[src/rtl/btb_pkg.sv]
package btb_pkg;
  parameter int unsigned BTB_ENTRIES_DEF = 4;
  parameter int unsigned BTB_ADDR_W_DEF  = 16;

  typedef enum logic [1:0] {
    UPD_NONE    = 2'd0,
    UPD_REWRITE = 2'd1,
    UPD_FILL    = 2'd2,
    UPD_EVICT   = 2'd3
  } upd_kind_e;
endpackage

[src/rtl/btb_match.sv]
module btb_match #(
  parameter int unsigned N  = 4,
  parameter int unsigned AW = 16
) (
  input  logic [N-1:0]         valid_i,
  input  logic [N-1:0][AW-1:0] tag_i,
  input  logic [AW-1:0]        addr_i,
  output logic [N-1:0]         hit_vec_o
);
  for (genvar g = 0; g < N; g++) begin : g_cmp
    assign hit_vec_o[g] = valid_i[g] && (tag_i[g] == addr_i);
  end
endmodule

[src/rtl/btb_victim.sv]
module btb_victim
  import btb_pkg::*;
#(
  parameter int unsigned N = 4
) (
  input  logic         clk_i,
  input  logic         rst_ni,
  input  logic         upd_valid_i,
  input  logic [N-1:0] hit_vec_i,
  input  logic [N-1:0] valid_i,
  output upd_kind_e    kind_o,
  output logic [N-1:0] wr_sel_o
);
  localparam int unsigned IDX_W = (N > 1) ? $clog2(N) : 1;
  localparam logic [IDX_W-1:0] LAST_IDX = IDX_W'(N - 1);
  localparam logic [N-1:0] ONE = {{(N-1){1'b0}}, 1'b1};

  logic [IDX_W-1:0] ptr_q;
  logic [IDX_W-1:0] free_idx;
  logic             free_found;

  // lowest-numbered empty slot
  always_comb begin
    free_found = 1'b0;
    free_idx   = '0;
    for (int i = N - 1; i >= 0; i--) begin
      if (!valid_i[i]) begin
        free_found = 1'b1;
        free_idx   = IDX_W'(i);
      end
    end
  end

  always_comb begin
    if (!upd_valid_i)     kind_o = UPD_NONE;
    else if (|hit_vec_i)  kind_o = UPD_REWRITE;
    else if (free_found)  kind_o = UPD_FILL;
    else                  kind_o = UPD_EVICT;
  end

  always_comb begin
    unique case (kind_o)
      UPD_REWRITE: wr_sel_o = hit_vec_i;
      UPD_FILL:    wr_sel_o = ONE << free_idx;
      UPD_EVICT:   wr_sel_o = ONE << ptr_q;
      default:     wr_sel_o = '0;
    endcase
  end

  always_ff @(posedge clk_i or negedge rst_ni) begin
    if (!rst_ni)                 ptr_q <= '0;
    else if (kind_o == UPD_EVICT) ptr_q <= (ptr_q == LAST_IDX) ? '0 : ptr_q + 1'b1;
  end

  a_r6_ptr_advances: assert property (@(posedge clk_i) disable iff (!rst_ni)
    kind_o == UPD_EVICT |=>
      ptr_q == (($past(ptr_q) == LAST_IDX) ? '0 : $past(ptr_q) + 1'b1));

  a_r6_ptr_holds: assert property (@(posedge clk_i) disable iff (!rst_ni)
    kind_o != UPD_EVICT |=> $stable(ptr_q));

  a_r4_single_write: assert property (@(posedge clk_i) disable iff (!rst_ni)
    $onehot0(wr_sel_o));
endmodule

[src/rtl/btb_onebit.sv]
module btb_onebit
  import btb_pkg::*;
#(
  parameter int unsigned ENTRIES = BTB_ENTRIES_DEF,
  parameter int unsigned ADDR_W  = BTB_ADDR_W_DEF
) (
  input  logic              clk_i,
  input  logic              rst_ni,
  input  logic [ADDR_W-1:0] lkp_addr_i,
  output logic [ADDR_W-1:0] lkp_target_o,
  output logic              lkp_hit_o,
  input  logic              upd_valid_i,
  input  logic [ADDR_W-1:0] upd_addr_i,
  input  logic [ADDR_W-1:0] upd_target_i
);
  logic [ENTRIES-1:0]             valid_q;
  logic [ENTRIES-1:0][ADDR_W-1:0] tag_q;
  logic [ENTRIES-1:0][ADDR_W-1:0] tgt_q;
  logic [ENTRIES-1:0]             lkp_hit_vec;
  logic [ENTRIES-1:0]             upd_hit_vec;
  logic [ENTRIES-1:0]             wr_sel;
  upd_kind_e                      upd_kind;
  logic [ADDR_W-1:0]              hit_tgt;

  btb_match #(.N(ENTRIES), .AW(ADDR_W)) u_lkp_match (
    .valid_i  (valid_q),
    .tag_i    (tag_q),
    .addr_i   (lkp_addr_i),
    .hit_vec_o(lkp_hit_vec)
  );

  btb_match #(.N(ENTRIES), .AW(ADDR_W)) u_upd_match (
    .valid_i  (valid_q),
    .tag_i    (tag_q),
    .addr_i   (upd_addr_i),
    .hit_vec_o(upd_hit_vec)
  );

  btb_victim #(.N(ENTRIES)) u_victim (
    .clk_i      (clk_i),
    .rst_ni     (rst_ni),
    .upd_valid_i(upd_valid_i),
    .hit_vec_i  (upd_hit_vec),
    .valid_i    (valid_q),
    .kind_o     (upd_kind),
    .wr_sel_o   (wr_sel)
  );

  // tags are unique, so an OR of the masked targets is the read mux
  always_comb begin
    hit_tgt = '0;
    for (int i = 0; i < ENTRIES; i++) begin
      if (lkp_hit_vec[i]) hit_tgt |= tgt_q[i];
    end
  end

  assign lkp_hit_o    = |lkp_hit_vec;
  assign lkp_target_o = lkp_hit_o ? hit_tgt : lkp_addr_i + 1'b1;

  for (genvar g = 0; g < ENTRIES; g++) begin : g_entry
    always_ff @(posedge clk_i or negedge rst_ni) begin
      if (!rst_ni) begin
        valid_q[g] <= 1'b0;
        tag_q[g]   <= '0;
        tgt_q[g]   <= '0;
      end else if (wr_sel[g]) begin
        valid_q[g] <= 1'b1;
        tag_q[g]   <= upd_addr_i;
        tgt_q[g]   <= upd_target_i;
      end
    end
  end

  a_r2_unique_match: assert property (@(posedge clk_i) disable iff (!rst_ni)
    $onehot0(lkp_hit_vec));

  a_r9_idle_no_write: assert property (@(posedge clk_i) disable iff (!rst_ni)
    !upd_valid_i |=> $stable(valid_q) && $stable(tag_q) && $stable(tgt_q));

  a_r4_rewrite_keeps_tags: assert property (@(posedge clk_i) disable iff (!rst_ni)
    upd_kind == UPD_REWRITE |=> $stable(valid_q) && $stable(tag_q));

  a_r8_valid_sticky: assert property (@(posedge clk_i) disable iff (!rst_ni)
    1'b1 |=> (valid_q & $past(valid_q)) == $past(valid_q));

  a_r5_update_lands: assert property (@(posedge clk_i) disable iff (!rst_ni)
    upd_valid_i |=> $countones(valid_q) >= 1);
endmodule

[config.mk]
export PLATFORM = sky130hd
export DESIGN_NAME = btb_onebit
export DESIGN_NICKNAME = d
export VERILOG_FILES = /design/src/rtl/btb_pkg.sv /design/src/rtl/btb_match.sv /design/src/rtl/btb_victim.sv /design/src/rtl/btb_onebit.sv
export SDC_FILE = /design/constraint.sdc
export NUM_CORES = 1
export LEC_CHECK = 0
export ABC_AREA = 1
export CAP_MARGIN = 20
export CORE_MARGIN = 3
export CORE_UTILIZATION = 23
export DETAILED_ROUTE_END_ITERATION = 7
export DONT_BUFFER_PORTS = 1
export PLACE_DENSITY = 0.37
export SLEW_MARGIN = 10
export SYNTH_ARGS = -nofsm -noshare
export SYNTH_HDL_FRONTEND = slang
export SYNTH_HIERARCHICAL = 1
export SYNTH_SLANG_ARGS = --single-unit
[constraint.sdc]
create_clock -name clk_i -period 3 [get_ports clk_i]
set_input_delay 0.6 -clock clk_i [delete_from_list [all_inputs] [get_ports clk_i]]
set_output_delay 0.6 -clock clk_i [all_outputs]
set_load 0.1 [all_outputs]
==> metrics.md <==
| Metric | Value |
|---|---|
| Outcome | `finished with violations` |
| Failing checks | `hold timing, setup timing` |
| Crit path from | `tag_q[4]` |
| CP Class | `reg -> out` |
| Layout cells sized above 1 | `18.1%` |
| Worst hold path type | `in -> async` |
| GPL Wtd Cong | `0.876` |
| Vias in the first global route | `7,341` |
| Diodes inserted | `0` |
| Critical Path AT | `around 2500 ps` |
| Die Wd | `194 µm` |
| Slew @ Worst Pin | `531 ps` |
| Critical Path Most Common Cell | `nand2_2` |
| Power Internal | `5.50 mW` |
| Hold Fails Final Rpt | `134` |
| CP peak stage delay | `460 ps` |
| Peak Freq | `~0.33 GHz` |
| Mapped Area | `8100 µm²` |
| RSZ-0062 raised after global routing | `true` |
| Switching share of power | `42.9%` |
| Via Count | `between 7,000 and 8,000` |
| Initial antenna violation count | `0` |
| Core area | `approximately 35,000 µm²` |
| Die Y | `194 µm` |
| Number of buffers added on ports | `0` |
| Peak supply drop | `422 µV` |
| Clock power share | `22.8%` |
| IO Pins | `68` |
| Switching power | `between 4 and 5 mW` |
| Remaining routing DRC violations | `0` |
| Starting Density | `23.4%` |
| Initial DRC count | `605` |
| All-Layer GR Usage | `approximately 17%` |
| Family with the most delay on the worst path | `simple AND/OR/NAND/NOR gates` |
| Total CTS buffers | `17` |
| Synth-to-Final Area Change | `28.7%` |
| Buf+Inv Stages, Crit Path | `4` |
| Vias per cell | `4.41` |
| Placed Instances | `1,712` |
| First-pass GRT wire length | `48,500 µm` |
| Sequential Power Share | `35.6%` |
| Fin crit period | `3050 ps` |
| Synth Area per Inst | `approximately 6.6 µm²` |
| P_leak | `roughly 5.3 nW` |
| CTS root buf | `clkbuf_16` |
| Crit Path Max Fanout | `5` |
| Hold_ws | `-141 ps` |
| Ys Warns | `6` |
| Post-route ant nets | `0` |
| Maxcap violations | `0` |
| Max-slew violations | `0` |
| CTS tree | `yes` |
| Synthesized Nets | `1,289` |
| Nets@finish | `1,354` |
| Slowest cell on the critical path | `dfrtp_2` |
| CTS H-tree depth | `4` |
| Clock sink count | `134` |
| CP required | `2400 ps` |
| Clock Tree Buf Depth | `2` |
| Combinational power share | `41.6%` |
| Worst setup EP type | `output port` |
| PD cells | `924 nW/µm²` |
| Worst-Skew Late Latency | `450 ps` |
| Clock skew | `19.1 ps` |
| Crit-path cells | `nand2_1 > nand2_1 > nor2_2 > nand2_2 > nor2_4 > nand2_2 > nor2_4 > buf_12 > clkinvlp_4 > buf_6 > o22ai_2 > nor2_1 > nand2_2 > buf_12` |
| Drt first pass iters | `5` |
| Final worst-path cycle share | `102%` |
| Layout Utilization | `30.1%` |
| Clock transition at the registers of the reported paths | `roughly 80 ps` |
| Setup-failing EPs final | `13` |
| DP Worst Slack | `-12.8 ps` |
| Non-filler cells, final | `1,768` |
| Startpoint of the worst-slack reg-to-reg timing path | `tag_q[55]` |
| Die Area | `37,500 µm²` |
| Largest net degree at the start of global routing | `135` |
| Avg WL per Cell | `around 18 µm` |
| Worst setup SP type | `flip-flop` |
| Mapped Cells | `about 1,200` |
| HPWL Detailed | `22,700 µm` |
| Worst setup margin | `-49.0 ps` |
| Cell row count | `68` |
| Slew Limit Headroom | `between 60 and 70%` |
| Total grt overflow | `0` |
| DRT Wirelength | `32,000 µm` |
## power groups by stage
stage	Combinational (mW)	Sequential [mW]	Clock [mW]
after floorplan	2.50	3.18	0
after global placement	3.66	3.45	0
after detailed placement	3.68	3.44	0
after CTS	3.87	3.41	2.26
after global routing	4.58	3.54	2.33
final	4.01	3.43	2.20
## placed cells by master, fill, tap and decap left out, types with 3 or more instances in the layout
cell type	count
nand2_1	527
dfrtp_1	118
buf_8	4
nor2_1	79
nand2_2	33
inv_6	5
o22ai_1	26
o21ai_1	9
or2_2	5
o211ai_1	3
nand4_1	6
nor2_2	14
a21oi_1	7
nor2_4	6
xnor2_1	11
nor3_1	5
o21ai_4	4
nand3_1	25
o22ai_2	10
nand3_2	7
inv_1	157
clkinvlp_4	4
buf_12	22
buf_4	42
dfrtp_2	16
buf_6	7
clkbuf_16	17
inv_2	23
xor2_1	24
o21ai_0	68
clkinv_4	3
## worst paths after layout
kind	to	slack, ps	depth (start not counted)
setup / recovery	lkp_target_o[9]	-50	14
min in group clk_i	tag_q[36]	260	2
setup reg to reg	tag_q[15]	220	20
hold / removal	tag_q[20]	-140	0
hold reg to reg	tgt_q[33]	480	2
max in group asynchronous	tgt_q[46]	2820	0
## through the flow
step,TNS [ps],area [µm²],total power [mW]
global placement,0,9280,7.11
CTS,-1620,10200,9.55
finish,-373,10400,9.64
floorplan,-1310,8170,5.68
global route,-2400,10400,10.5
detailed placement,-40.2,9280,7.12
## final cells by class
cell class              instances  area (µm²)
fillers                      3755       24200
multi-input cells             886        4240
flip-flops and latches        134        3370
repair buffers                 77         950
inverters                     185         708
well taps                     455         569
clock buffers                  19         453
clock inverters                12         143
## sequential cells by signal, summed over array words and instances (netlist names)
name,flops
tag_q,64
tgt_q,64
u_victim/ptr_q,2
valid_q,4
## metal layers
layer  GRT usage [%]  vias up  wire length [µm]
met2            26.5      190             14100
met3            4.36       26              2030
met1            24.0     3685             15400
li1                -     3891                 -
met4            4.13        0               448
met5               0        -                 0
## what timing repair did
action                                  4_1_cts  5_1_grt
pin swaps                                    32       22
setup buffers                                15       10
cloned                                        1        0
gates resized for setup                      62       52
hold endpoints to repair                    134      134
endpoints found under the setup margin       17       86
Note: power is estimated with default switching activity, not from simulation.
